`config.mk`:
```
export PLATFORM = sky130hd
export DESIGN_NAME = span_shade_writer
export DESIGN_NICKNAME = d
export VERILOG_FILES = /design/src/rtl/span_shade_pkg.sv /design/src/rtl/shade_accum.sv /design/src/rtl/vis_lookup.sv /design/src/rtl/pixel_pack.sv /design/src/rtl/span_shade_writer.sv
export SDC_FILE = /design/constraint.sdc
export NUM_CORES = 1
export LEC_CHECK = 0
export BUFFER_PORTS_ARGS = -buffer_cell sky130_fd_sc_hd__buf_2
export CAP_MARGIN = 20
export CORE_ASPECT_RATIO = 1.25
export CORE_MARGIN = 5
export CORE_UTILIZATION = 55
export CTS_BUF_LIST = sky130_fd_sc_hd__clkbuf_4 sky130_fd_sc_hd__clkbuf_8
export DETAILED_ROUTE_END_ITERATION = 6
export MAX_ROUTING_LAYER = met4
export PLACE_DENSITY = 0.8
export SYNTH_ARGS = -nofsm -noshare
export SYNTH_HDL_FRONTEND = slang
export SYNTH_HIERARCHICAL = 1
export SYNTH_SLANG_ARGS = --single-unit
```
`constraint.sdc`:
```
create_clock -name clk -period 3.05 [get_ports clk]
set_input_delay 0.1525 -clock clk [delete_from_list [all_inputs] [get_ports clk]]
set_output_delay 0.1525 -clock clk [all_outputs]
set_load 0.01 [all_outputs]
```
`src/rtl/span_shade_pkg.sv`:
```
package span_shade_pkg;
   typedef enum logic [1:0] {
      ST_IDLE  = 2'd0,
      ST_RUN   = 2'd1,
      ST_FLUSH = 2'd2
   } span_state_t;
endpackage

```
`src/rtl/shade_accum.sv`:
```
module shade_accum #(
   parameter int W    = 24,
   parameter int FRAC = 8,
   parameter int CH_W = 8
) (
   input  logic            clk,
   input  logic            rst_n,
   input  logic            load,
   input  logic            adv,
   input  logic [W-1:0]    init,
   input  logic [W-1:0]    step,
   output logic [CH_W-1:0] chan
);
   localparam int INT_W = W - FRAC;

   generate
      if (INT_W < CH_W) begin : g_bad_int
         $error("shade_accum: integer part narrower than channel");
      end
   endgenerate

   logic [W-1:0] acc;

   always_ff @(posedge clk) begin
      if (!rst_n) begin
         acc <= '0;
      end else if (load) begin
         acc <= init;
      end else if (adv) begin
         acc <= acc + step;
      end
   end

   assign chan = acc[W-1 -: CH_W];

   // modular step on every advance
   p_accum_step_r2: assert property (@(posedge clk) disable iff (!rst_n)
      (adv && !load) |=> (acc == W'($past(acc) + $past(step))));
endmodule

```
`src/rtl/vis_lookup.sv`:
```
module vis_lookup #(
   parameter int VIS_DEPTH = 64,
   parameter int LANES     = 2
) (
   input  logic [$clog2(VIS_DEPTH*LANES)-1:0] x,
   input  logic [LANES-1:0]                   vis_data,
   output logic [$clog2(VIS_DEPTH)-1:0]       vis_addr,
   output logic                               hit
);
   localparam int XW   = $clog2(VIS_DEPTH*LANES);
   localparam int LS_W = (LANES > 1) ? $clog2(LANES) : 1;

   generate
      if ((LANES & (LANES - 1)) != 0) begin : g_bad_lanes
         $error("vis_lookup: LANES must be a power of two");
      end
      if (LANES == 1) begin : g_single
         assign vis_addr = x;
         assign hit      = vis_data[0];
      end else begin : g_multi
         assign vis_addr = x[XW-1:LS_W];
         assign hit      = vis_data[x[LS_W-1:0]];
      end
   endgenerate
endmodule

```
`src/rtl/pixel_pack.sv`:
```
module pixel_pack #(
   parameter int CH_W  = 8,
   parameter int PIX_W = 32
) (
   input  logic [CH_W-1:0]  red,
   input  logic [CH_W-1:0]  grn,
   input  logic [CH_W-1:0]  blu,
   output logic [PIX_W-1:0] pix
);
   localparam int USED = 3 * CH_W;

   generate
      if (PIX_W < USED) begin : g_bad_pix
         $error("pixel_pack: pixel narrower than three channels");
      end else if (PIX_W == USED) begin : g_exact
         assign pix = {red, grn, blu};
      end else begin : g_pad
         assign pix = {{(PIX_W-USED){1'b0}}, red, grn, blu};
      end
   endgenerate
endmodule

```
`src/rtl/span_shade_writer.sv`:
```
module span_shade_writer
   import span_shade_pkg::*;
#(
   parameter int VIS_DEPTH = 64,
   parameter int LANES     = 2,
   parameter int RG_W      = 24,
   parameter int RG_FRAC   = 8,
   parameter int B_W       = 16,
   parameter int B_FRAC    = 8,
   parameter int CH_W      = 8,
   parameter int PIX_W     = 32,
   localparam int XW       = $clog2(VIS_DEPTH*LANES),
   localparam int BW       = XW + 1,
   localparam int VA_W     = $clog2(VIS_DEPTH)
) (
   input  logic             clk,
   input  logic             rst_n,
   input  logic             start,
   input  logic [BW-1:0]    x_begin,
   input  logic [BW-1:0]    x_end,
   input  logic [RG_W-1:0]  red_init,
   input  logic [RG_W-1:0]  red_step,
   input  logic [RG_W-1:0]  grn_init,
   input  logic [RG_W-1:0]  grn_step,
   input  logic [B_W-1:0]   blu_init,
   input  logic [B_W-1:0]   blu_step,
   output logic [VA_W-1:0]  vis_addr,
   input  logic [LANES-1:0] vis_data,
   output logic             busy,
   output logic             wr_en,
   output logic [XW-1:0]    wr_addr,
   output logic [PIX_W-1:0] wr_data,
   output logic             done
);
   span_state_t          state;
   logic [BW-1:0]        x_cur;
   logic [BW-1:0]        x_stop;
   logic [BW-1:0]        x_nxt;
   logic                 pix_valid;
   logic                 launch;
   logic                 stepping;
   logic                 hit;
   logic [CH_W-1:0]      ch_r, ch_g, ch_b;
   logic [PIX_W-1:0]     pix;

   assign launch   = (state == ST_IDLE) && start;
   assign stepping = (state == ST_RUN);
   assign busy     = (state != ST_IDLE);
   assign x_nxt    = x_cur + {{(BW-1){1'b0}}, 1'b1};

   shade_accum #(.W(RG_W), .FRAC(RG_FRAC), .CH_W(CH_W)) u_red (
      .clk(clk), .rst_n(rst_n), .load(launch), .adv(stepping),
      .init(red_init), .step(red_step), .chan(ch_r));

   shade_accum #(.W(RG_W), .FRAC(RG_FRAC), .CH_W(CH_W)) u_grn (
      .clk(clk), .rst_n(rst_n), .load(launch), .adv(stepping),
      .init(grn_init), .step(grn_step), .chan(ch_g));

   shade_accum #(.W(B_W), .FRAC(B_FRAC), .CH_W(CH_W)) u_blu (
      .clk(clk), .rst_n(rst_n), .load(launch), .adv(stepping),
      .init(blu_init), .step(blu_step), .chan(ch_b));

   vis_lookup #(.VIS_DEPTH(VIS_DEPTH), .LANES(LANES)) u_vis (
      .x(x_cur[XW-1:0]), .vis_data(vis_data),
      .vis_addr(vis_addr), .hit(hit));

   pixel_pack #(.CH_W(CH_W), .PIX_W(PIX_W)) u_pack (
      .red(ch_r), .grn(ch_g), .blu(ch_b), .pix(pix));

   always_ff @(posedge clk) begin
      if (!rst_n) begin
         state     <= ST_IDLE;
         x_cur     <= '0;
         x_stop    <= '0;
         pix_valid <= 1'b0;
         wr_en     <= 1'b0;
         wr_addr   <= '0;
         wr_data   <= '0;
         done      <= 1'b0;
      end else begin
         done      <= 1'b0;
         wr_en     <= 1'b0;
         pix_valid <= 1'b0;
         unique case (state)
            ST_IDLE: begin
               if (start) begin
                  x_cur  <= x_begin;
                  x_stop <= x_end;
                  state  <= (x_begin < x_end) ? ST_RUN : ST_FLUSH;
               end
            end
            ST_RUN: begin
               wr_en     <= hit;
               wr_addr   <= x_cur[XW-1:0];
               wr_data   <= pix;
               pix_valid <= 1'b1;
               x_cur     <= x_nxt;
               if (x_nxt == x_stop) state <= ST_FLUSH;
            end
            ST_FLUSH: begin
               done  <= 1'b1;
               state <= ST_IDLE;
            end
            default: state <= ST_IDLE;
         endcase
      end
   end

   // consecutive pixels advance by one address
   p_addr_consecutive_r1: assert property (@(posedge clk) disable iff (!rst_n)
      (pix_valid && $past(pix_valid)) |-> (wr_addr == XW'($past(wr_addr) + 1'b1)));

   // a write strobe only follows a stepping cycle
   p_write_from_run_r4: assert property (@(posedge clk) disable iff (!rst_n)
      wr_en |-> $past(state == ST_RUN));

   // done is a single-cycle pulse with no write beside it
   p_done_single_r7: assert property (@(posedge clk) disable iff (!rst_n)
      done |=> !done);
   p_done_quiet_r7: assert property (@(posedge clk) disable iff (!rst_n)
      done |-> (!wr_en && !busy));

   // span bounds stay fixed while a span is in flight
   p_hold_bounds_r8: assert property (@(posedge clk) disable iff (!rst_n)
      busy |=> $stable(x_stop));
endmodule

```
== Word level (Yosys, flattened, before mapping) ==
Cells that the tools add are included.

* Add/subtract/negate cells: 4
* Order comparisons: 2
* Equal/unequal tests: 5
* Muxes and demuxes: 15
* Reductions and logical operators: 9

{| class="wikitable"
|+ Operators with widths
! kind !! number
|-
| $mux 24 || 4
|-
| $add 24x24->24 || 2
|-
| $mux 16 || 2
|-
| $add 16x16->16 || 1
|-
| $pmux 8 s2 || 1
|-
| $add 8x1->8 const B || 1
|-
| $eq 8x8->1 || 1
|-
| $lt 8x8->1 || 1
|-
| $mux 8 || 1
|-
| $reduce_and 2->1 || 4
|-
| $mux 2 || 3
|-
| $reduce_bool 2->1 || 3
|-
| $pmux 2 s2 || 1
|-
| $mux 1 || 3
|-
| $eq 2x1->1 const B || 1
|-
| $eq 2x2->1 const B || 1
|-
| $logic_not 2->1 || 1
|-
| $lt 1x2->1 const B || 1
|-
| $ne 2x1->1 const B || 1
|-
| $ne 2x2->1 const B || 1
|-
| $logic_and 1x1->1 || 1
|}

* Flip-flop bits (word level): 115
* Word-level logic and storage cells: 45

== Logic depth before layout (Yosys ltp) ==
Gate-level depths: netlist (run 1).

* Depth in word-level cells: 4
* Mapped depth: 10

== Cells and area by module ==
The synthesis (run 1) kept the hierarchy.

{| class="wikitable"
|+ Modules (own cells, without submodules)
! module !! times used !! cells an instance !! area each (µm²)
|-
| shade_accum (u_grn ...) || 2 || 297 || 2347.3
|-
| span_shade_writer || 1 || 339 || 2667.6
|-
| shade_accum (u_blu) || 1 || 189 || 1532.7
|-
| pixel_pack || 1 || 33 || 244.0
|-
| vis_lookup || 1 || 7 || 60.1
|}

== Least setup slack after synthesis (run 1) ==
No wires, ideal clock.

* Kind: register to register
* Start point: reg u_grn.acc[0]
* End point: reg u_grn.acc[10]
* Library setup time: 0.059 ns
* Data arrival time: 2.243 ns
* Path slack: 0.748 ns
* Cell stages (with the launch flop): 11
* Path buffers: 0
* Period minus slack after synthesis: 2.302 ns
* Path through: dfxtp_1 > ha_1 > inv_1 > fa_1 > and2b_1 > o31ai_2 > a21oi_4 > a21oi_2 > mux2_4 > a2111oi_2 > a31o_1

* Word-level cells in the longest chain between the ends: 3

{| class="wikitable"
|+ RTL lines
! item !! RTL line !! source
|-
| start: declaration || shade_accum.sv:22 || <nowiki>logic [W-1:0] acc;</nowiki>
|-
| start signal: assignment || shade_accum.sv:28 || <nowiki>acc <= init;</nowiki>
|-
| start signal: assignment || shade_accum.sv:30 || <nowiki>acc <= acc + step;</nowiki>
|-
| $add 24x24->24 || shade_accum.sv:30 ||
|-
| $mux 24 || shade_accum.sv:29 || <nowiki>end else if (adv) begin</nowiki>
|-
| $mux 24 || shade_accum.sv:27 || <nowiki>end else if (load) begin</nowiki>
|}

Every way passes these cells. The select of a mux whose other input is x is not followed.
A chain may end at the register's enable or synchronous reset.

== Final worst setup path (run 1) ==
* Start point: reg u_red.acc[0]
* End point: reg u_red.acc[10]

* Word-level cells in the longest chain between the ends: 3

{| class="wikitable"
|+ RTL lines
! item !! RTL line
|-
| start: declaration || shade_accum.sv:22
|-
| start signal: assignment || shade_accum.sv:28
|-
| start signal: assignment || shade_accum.sv:30
|-
| $add 24x24->24 || shade_accum.sv:30
|-
| $mux 24 || shade_accum.sv:29
|-
| $mux 24 || shade_accum.sv:27
|}

Every way passes these cells. The select of a mux whose other input is x is not followed.

==> summary.txt, run 1 <==
=================================================================================
Overflow left after global routing .................................            0
First-pass GRT wire length .........................................     41.39 mm
Startpoint Class ...................................................    flip-flop
Critical path peak fanout ..........................................            5
DPL Wire Length ....................................................     18.51 mm
Number of enable-type register cells in the synthesized netlist ....            0
Clock Skew .........................................................   0.01948 ns
Setup-violating endpoint count in the final report .................            0
Cell types occupying the most area after synthesis ................. sky130_fd_sc_hd__dfxtp_1 (27%), sky130_fd_sc_hd__ha_1 (9.4%), sky130_fd_sc_hd__a21oi_1 (7.4%)
Source-to-sink clock delay at the later pin of the worst-skew pair .      0.44 ns
Final core occ .....................................................       0.6599
Adder-cell share of the synthesized area ...........................       0.1004
Final instance area ................................................    10780 µm²
Sequential share of power ..........................................        0.340
Clock slew seen by the registers of the worst setup and hold paths .      0.07 ns
Combinational share of power .......................................        0.389
Num rows ...........................................................           52
Maximum number of pins on one net before global-route repair .......           56
Most frequent cells in the layout .................................. sky130_fd_sc_hd__buf_2 (196), sky130_fd_sc_hd__nand2_1 (144), sky130_fd_sc_hd__a21oi_1 (136)
Type of destination of the critical path ...........................    flip-flop
Post-Syn Area ......................................................     9199 µm²
Fraction of the yosys area taken by sequential cells ...............       0.2677
Failing checks .....................................................          DRC
Mean instance size in the synthesized netlist ......................    7.916 µm²
Minimum period implied by the final worst setup slack ..............     2.550 ns
Total Negative Setup Slacks ........................................         0 ns
Synth async-reset ratio ............................................            0
CP startpoint ...................................................... u_red/acc[0]$_SDFFE_PN0P_
Share of the synthesized netlist area taken by xor and xnor gates ..      0.05400
Post-route worst setup slack .......................................    0.4996 ns
Via total after detailed routing ...................................         8966
Die Footprint ......................................................    19430 µm²
HP Start ........................................................... grn_init[15]
Largest area contributor in the netlist ............................ sky130_fd_sc_hd__dfxtp_1
Die span in y ......................................................     154.6 µm
Largest family of logic cells by synthesized area .................. compound AO/OA/AOI/OAI gates
DRC ................................................................            4
Initial antenna violation count ....................................            2
Share of the cycle needed by the critical path after routing .......       0.8362
Leading cell type in the layout, fill and taps excluded ............ sky130_fd_sc_hd__buf_2
Leakage power total ................................................     4.749 nW
Power per cell area ................................................ 531.4 nW/µm²
Critical Path AT ...................................................      2.92 ns
Die span in x ......................................................     125.7 µm
Final estimated routing congestion in global placement .............       0.9575
Area overhead of the layout relative to synthesis ..................       17.15%
RSZ-0062 raised after global routing ...............................           no
Gate count after technology mapping ................................         1162
CTS tree ...........................................................        built
Clock root cell .................................................... sky130_fd_sc_hd__clkbuf_8
Effective utilization at floorplan .................................       0.5633
Data required time of the worst path ...............................      3.42 ns
Placed cell areas ..................................................     9851 µm²
Detail Route Antenna Nets ..........................................            0
Fraction of final layout cells with drive strength greater than 1 ..       0.2158
Fin. max-slew vios .................................................            0
Number of sinks on the clock net ...................................          123
Type of the most critical hold path ................................ primary input to flip-flop
Placeable Area .....................................................    16330 µm²
Power Internal .....................................................   0.003651 W
Minimum setup slack after placement ................................    0.5386 ns
GRT Resource Usage Total ...........................................       0.2633
Peak ir drop on the vdd network ....................................    0.3963 mV
Maximum buffer depth of the clock tree .............................            2
Routed wire per std cell ...........................................     16.76 µm
Post-layout net count ..............................................         1539
Maximum clock rate .................................................    392.1 MHz
Total count of hold-check failures in the final report .............            0
Mux contribution to synthesized area ...............................      0.03319
Synth Flop Type .................................................... sky130_fd_sc_hd__dfxtp_1
Routed wire length .................................................     25.94 mm
Transition at the pin with the smallest max-transition slack .......    0.7345 ns
Headroom to the max-slew limit .....................................       0.5096
Yosys warning count ................................................            6
Vias/cell ..........................................................        5.792
Type of the worst setup path ....................................... flip-flop to flip-flop
Area share of and/or/nand/nor cells after synthesis ................       0.1755
Result of the run .................................................. finished with violations
Count of boundary I/O pins .........................................          197
Pre-antenna DRT Iters ..............................................            7
Net Sw Frac ........................................................       0.3625
Number of buffers added on ports ...................................          196
Share of the synthesized area in compound gates (AO/OA/AOI/OAI) ....       0.2716
H-tree Lvls ........................................................            4
Count of maximum capacitance violations ............................            0
Count of different cell masters after synthesis ....................           78
Starting DRT DRC Count .............................................          679
TritonCTS buffer count .............................................           17
Vias in the first global route .....................................         8670
Part of the power in the clock network .............................        0.271
Reg2reg start ...................................................... u_red/acc[0]$_SDFFE_PN0P_
Share of the synthesized area in the top cell type .................       0.2677
Post-synthesis sequential element count ............................          123
Switching pwr ......................................................   0.002076 W
=================================================================================
## power by group through the flow
stage / registers (W) / clock network (W) / logic, W
2_1_floorplan: 0.00193 / 0 / 0.00178
4_1_cts: 0.00194 / 0.00159 / 0.00220
3_5_place_dp: 0.00198 / 0 / 0.00214
3_3_place_gp: 0.00197 / 0 / 0.00210
5_1_grt: 0.00197 / 0.00165 / 0.00246
6_report: 0.00195 / 0.00155 / 0.00223
## routing by layer
layer  vias up  track usage  wire [µm]
met5         -            -          0
met1      4148       0.3032      10750
met2       336       0.4526      12820
li1       4428            -          -
met3        54      0.05416       1749
met4         0      0.09659        614
## critical path, stage by stage, from the launching register on
cell,delay [ns]
sky130_fd_sc_hd__dfxtp_1,0.32
sky130_fd_sc_hd__ha_1,0.20
sky130_fd_sc_hd__inv_1,0.07
sky130_fd_sc_hd__fa_1,0.20
sky130_fd_sc_hd__and2b_1,0.20
sky130_fd_sc_hd__o31ai_2,0.37
sky130_fd_sc_hd__a21oi_4,0.14
sky130_fd_sc_hd__a21oi_2,0.18
sky130_fd_sc_hd__mux2_4,0.31
sky130_fd_sc_hd__a2111oi_2,0.37
sky130_fd_sc_hd__a31o_1,0.14
## final timing paths
path | slack [ns] | endpoint | cells after the start
max | 0.50 | u_red/acc[10]$_SDFFE_PN0P_ | 10
min | 0.03 | u_grn/acc[15]$_SDFFE_PN0P_ | 3
max reg2reg | 0.50 | u_red/acc[10]$_SDFFE_PN0P_ | 10
min reg2reg | 0.45 | wr_data[31]$_SDFFE_PN0P_ | 2
## through the flow
step                hold slack [ns]  instances  power [W]
floorplan                    0.2885       1169   0.003714
global placement             0.3842       1466   0.004073
detailed placement           0.3907       1466   0.004117
CTS                       0.0007850       1545   0.005727
global route                0.01959       1548   0.006075
finish                      0.03223       1548   0.005727
## what timing repair did
item / in CTS / in global routing
resized for setup: 0 / 0
buffers inserted: 0 / 0
setup endpoints to repair: 0 / 0
hold buffers: 48 / 0
endpoints found under the hold margin: 48 / 0
## synth_stat cells, types with 20 or more instances
cell type,number
sky130_fd_sc_hd__mux2i_1,26
sky130_fd_sc_hd__a21o_1,25
sky130_fd_sc_hd__clkbuf_1,48
sky130_fd_sc_hd__a21oi_1,136
sky130_fd_sc_hd__nand3_1,24
sky130_fd_sc_hd__o21ai_0,59
sky130_fd_sc_hd__o22ai_1,20
sky130_fd_sc_hd__nand2_1,144
sky130_fd_sc_hd__nor2_1,64
sky130_fd_sc_hd__ha_1,69
sky130_fd_sc_hd__nand4_1,20
sky130_fd_sc_hd__buf_4,65
sky130_fd_sc_hd__dfxtp_1,123
sky130_fd_sc_hd__xnor2_1,40
sky130_fd_sc_hd__inv_1,28
## cells by family after synthesis
family                     count (synthesis)
xor gates and xnor gates                  55
buffers and inverters                    164
AOI/OAI and AO/OA                        381
adders and majority gates                 72
muxes                                     29
DFF                                      123
other                                      1
and+or+nand+nor                          337
## registers in the layout, indices dropped and copies added (netlist names)
register,count
wr_addr,7
done,1
u_blu/acc,16
x_cur,8
wr_en,1
x_stop,8
u_red/acc,24
wr_data,32
u_grn/acc,24
state,2
## cell type report
type	instances	area [µm²]
multi-input combinational	882	5871
fill	1390	5554
sequential	123	2462
timing repair buffer	263	1629
clock buffer	26	339.1
tap	216	270.3
inverter	31	118.9
clock inverter	5	81.33
antenna	2	5.005
Power figures use the tool's default switching activity.
==> run 2, diff against run 1 <==
--- a/config.mk
+++ b/config.mk
@@ -5,6 +5,7 @@
 export SDC_FILE = /design/constraint.sdc
 export NUM_CORES = 1
 export LEC_CHECK = 0
+export ABC_AREA = 1
 export BUFFER_PORTS_ARGS = -buffer_cell sky130_fd_sc_hd__buf_2
 export CAP_MARGIN = 20
 export CORE_ASPECT_RATIO = 1.25
@@ -13,7 +14,7 @@
 export CTS_BUF_LIST = sky130_fd_sc_hd__clkbuf_4 sky130_fd_sc_hd__clkbuf_8
 export DETAILED_ROUTE_END_ITERATION = 6
 export MAX_ROUTING_LAYER = met4
-export PLACE_DENSITY = 0.8
+export PLACE_DENSITY = 0.79
 export SYNTH_ARGS = -nofsm -noshare
 export SYNTH_HDL_FRONTEND = slang
 export SYNTH_HIERARCHICAL = 1
==> constraint.sdc (replaced) <==
create_clock -name clk -period 2.35 [get_ports clk]
set_input_delay 0.1175 -clock clk [delete_from_list [all_inputs] [get_ports clk]]
set_output_delay 0.1175 -clock clk [all_outputs]
set_load 0.01 [all_outputs]
==> summary.txt, run 2 <==
==================================================================================
Detail Route Antenna Nets ...........................................            0   unchanged
Top cell by count, worst path ....................................... sky130_fd_sc_hd__nand2_1
Count of different cell masters after synthesis .....................           40   -49%
Placeable Area ......................................................    18100 µm²   +11%
Type of the worst setup path ........................................ flip-flop to flip-flop
Num rows ............................................................           55   +5.8%
Result of the run ................................................... complete, no violations
Yosys warning count .................................................            6   unchanged
Fraction of the yosys area taken by sequential cells ................       0.2426   -0.02505
Minimum period implied by the final worst setup slack ...............     1.993 ns   -0.5578 ns
Minimum setup slack after placement .................................    0.3966 ns   -0.1420 ns
Power Internal ......................................................   0.004355 W   +19%
Power per cell area ................................................. 604.9 nW/µm²   +14%
Die span in x .......................................................     131.5 µm   +4.6%
Number of diodes added for antenna fixing ...........................            0   -2
Via total after detailed routing ....................................        10970   +22%
Share of the synthesized area in the top cell type ..................       0.2426   -0.02505
Vias/cell ...........................................................        5.265   -9.1%
Count of boundary I/O pins ..........................................          197   unchanged
Synth async-reset ratio .............................................            0   unchanged
Synth Flop Type ..................................................... sky130_fd_sc_hd__dfxtp_1
Routed wire per std cell ............................................     14.10 µm   -16%
Final estimated routing congestion in global placement ..............       0.9444   -1.4%
Source-to-sink clock delay at the later pin of the worst-skew pair ..      0.46 ns   +0.02 ns
Overflow left after global routing ..................................            0   unchanged
Critical path peak fanout ...........................................            5   unchanged
Leakage power total .................................................     6.481 nW   +36%
Largest registers ................................................... wr_data: 32 flops, u_grn/acc: 24 flops, u_red/acc: 24 flops
Sequential share of power ...........................................        0.345   +0.005
Maximum clock rate ..................................................    501.9 MHz   +28%
Vias in the first global route ......................................        10570   +22%
Net Sw Frac .........................................................       0.4047   +0.04220
Most repeated cell in the gate-level netlist after synthesis ........ sky130_fd_sc_hd__nand2_1
Fin. max-slew vios ..................................................            0   unchanged
DPL Wire Length .....................................................     21.76 mm   +18%
Register ranked first by flip-flop count ............................      wr_data
Pre-antenna DRT Iters ...............................................            5   -2
H-tree Lvls .........................................................            4   unchanged
First-pass GRT wire length ..........................................     48.64 mm   +18%
Fraction of final layout cells with drive strength greater than 1 ...       0.1790   -0.03681
Number of sinks on the clock net ....................................          123   unchanged
Starting DRT DRC Count ..............................................          785   +16%
Crit-path slowest cell .............................................. sky130_fd_sc_hd__fa_1
TritonCTS buffer count ..............................................           17   unchanged
Clock Skew ..........................................................   0.01362 ns   -0.005858 ns
Post-Syn Area .......................................................    10150 µm²   +10%
Maximum number of pins on one net before global-route repair ........           41   -27%
Transition at the pin with the smallest max-transition slack ........    0.8351 ns   +0.1006 ns
Clock slew seen by the registers of the worst setup and hold paths ..      0.08 ns   about the same
Maximum buffer depth of the clock tree ..............................            2   unchanged
Clock root cell ..................................................... sky130_fd_sc_hd__clkbuf_8
Type of destination of the critical path ............................    flip-flop
Routed wire length ..................................................     29.37 mm   +13%
Die span in y .......................................................     161.9 µm   +4.7%
Data required time of the worst path ................................      2.65 ns   -0.77 ns
Most frequent cells in the layout ................................... sky130_fd_sc_hd__nand2_1 (487), sky130_fd_sc_hd__inv_1 (233), sky130_fd_sc_hd__buf_2 (196)
Total count of hold-check failures in the final report ..............            0   unchanged
Top post-synthesis cells by count ................................... sky130_fd_sc_hd__nand2_1 (487), sky130_fd_sc_hd__inv_1 (234), sky130_fd_sc_hd__nor2_1 (138), sky130_fd_sc_hd__dfxtp_1 (123), sky130_fd_sc_hd__a21oi_1 (95)
Gate count after technology mapping .................................         1624   +40%
Cell types occupying the most area after synthesis .................. sky130_fd_sc_hd__dfxtp_1 (24%), sky130_fd_sc_hd__nand2_1 (18%), sky130_fd_sc_hd__inv_1 (8.7%)
Switching pwr .......................................................   0.002960 W   +43%
Headroom to the max-slew limit ......................................       0.4426   -0.06700
Post-route worst setup slack ........................................    0.3574 ns   -0.1422 ns
Critical Path AT ....................................................      2.29 ns   -0.63 ns
Area overhead of the layout relative to synthesis ...................       19.16%
CTS tree ............................................................        built
RSZ-0062 raised after global routing ................................           no
Number of enable-type register cells in the synthesized netlist .....            0   unchanged
Initial antenna violation count .....................................            0   -2
Number of buffers added on ports ....................................          196   unchanged
Post-CTS Repair Setup Buffers .......................................            0   unchanged
Total Negative Setup Slacks .........................................         0 ns   unchanged
Setup-violating endpoint count in the final report ..................            0   unchanged
Combinational share of power ........................................        0.391   +0.002
Cells along the critical path ....................................... ha_1, inv_1, fa_1, inv_1, nand3_1, nand3_1, nand2_1, nand2_2, nand2_1, nand2_1, nand2_1, nand3_1, a21oi_1
Flip-flop count of the largest register, all copies and words added .           32   unchanged
Post-cts hold buffer count ..........................................           78   +63%
Mean instance size in the synthesized netlist .......................    6.249 µm²   -21%
Share of the cycle needed by the critical path after routing ........       0.8479   +0.01170
Startpoint Class ....................................................    flip-flop
Post-layout net count ...............................................         2063   +34%
Peak ir drop on the vdd network .....................................    0.3098 mV   -22%
Count of maximum capacitance violations .............................            0   unchanged
Type of the most critical hold path ................................. primary input to flip-flop
Number of gates given a new drive strength after cts ................            0   unchanged
Slowest Stage Delay on Critical Path ................................      0.37 ns   about the same
Leading cell type in the layout, fill and taps excluded ............. sky130_fd_sc_hd__nand2_1
DRC .................................................................            0   -4
Die Footprint .......................................................    21290 µm²   +9.6%
Effective utilization at floorplan ..................................       0.5607   -0.002553
Part of the power in the clock network ..............................        0.264   -0.007
Largest area contributor in the netlist ............................. sky130_fd_sc_hd__dfxtp_1
Worst setup slack for register-to-register paths ....................      0.36 ns   -0.14 ns
Post-synthesis sequential element count .............................          123   unchanged
GRT Resource Usage Total ............................................       0.2795   +0.01619
==================================================================================
==> run 2: path summary, 6_finish.rpt <==
check | start | end | cells after the start
max reg2reg | u_red/acc[0]$_SDFFE_PN0P_ | u_red/acc[16]$_SDFFE_PN0P_ | 13
min | blu_init[9] | u_blu/acc[9]$_SDFFE_PN0P_ | 3
min reg2reg | state[0]$_SDFFE_PN0P_ | done$_SDFF_PN0_ | 1
max | u_red/acc[0]$_SDFFE_PN0P_ | u_red/acc[16]$_SDFFE_PN0P_ | 13
==> run 2: area by class of cell <==
| cell class | count | area, µm² |
|---|---|---|
| Multi-Input combinational cell | 1162 | 6128 |
| Fill cell | 1675 | 6006 |
| Sequential cell | 123 | 2462 |
| Timing Repair Buffer | 293 | 1904 |
| Inverter | 245 | 919.6 |
| Tap cell | 228 | 285.3 |
| Clock buffer | 19 | 261.5 |
| Clock inverter | 13 | 131.4 |
==> run 2: routing by layer <==
metal	vias up	GRT usage	share of wire
met5	-	-	0
met4	0	0.1202	0.033
met3	71	0.04771	0.052
met2	357	0.4919	0.51
met1	5000	0.3121	0.41
li1	5539	-	-
==> run 2: through the flow <==
step,hold WS [ns],power [W],util,area [µm²],std cells
finish,0.04118,0.007315,0.6682,12090,2083
global route,0.009492,0.007856,0.6682,12090,2083
CTS,0.004608,0.007349,0.6682,12090,2083
detailed placement,0.3993,0.005284,0.6033,10920,1973
global placement,0.3766,0.005224,0.6033,10920,1973
floorplan,0.2151,0.004658,-,10170,1631
==> run 2: logic make-up (layout without fill, tap and decap cells) <==
| group | count (synthesis) | count (layout) | share of synthesized area |
|---|---|---|---|
| AO/OA/AOI/OAI | 233 | 233 | 0.1329 |
| XOR/XNOR | 17 | 17 | 0.01467 |
| adder cells (fa/ha/maj) | 72 | 72 | 0.09099 |
| buffers and inverters | 346 | 570 | 0.1561 |
| flip-flops | 123 | 123 | 0.2426 |
| other | 1 | 8 | 0.0003695 |
| AND/OR/NAND/NOR | 832 | 832 | 0.3623 |
==> run 2: power by group through the flow <==
stage                     registers (W)  logic, W  clock network (W)
after floorplan                 0.00256   0.00209                  0
after global placement          0.00256   0.00266                  0
after detailed placement        0.00257   0.00272                  0
after CTS                       0.00252   0.00284            0.00199
after global routing            0.00256   0.00321            0.00209
final                           0.00252   0.00286            0.00193
==> run 2: critical path, delay by kind of cell (launching register included) <==
kind                       cells  cell delay (ns)
buffers and inverters          2             0.22
and+or+nand+nor                8             0.65
adders and majority gates      2             0.57
AOI/OAI and AO/OA              1             0.06
DFF                            1             0.35
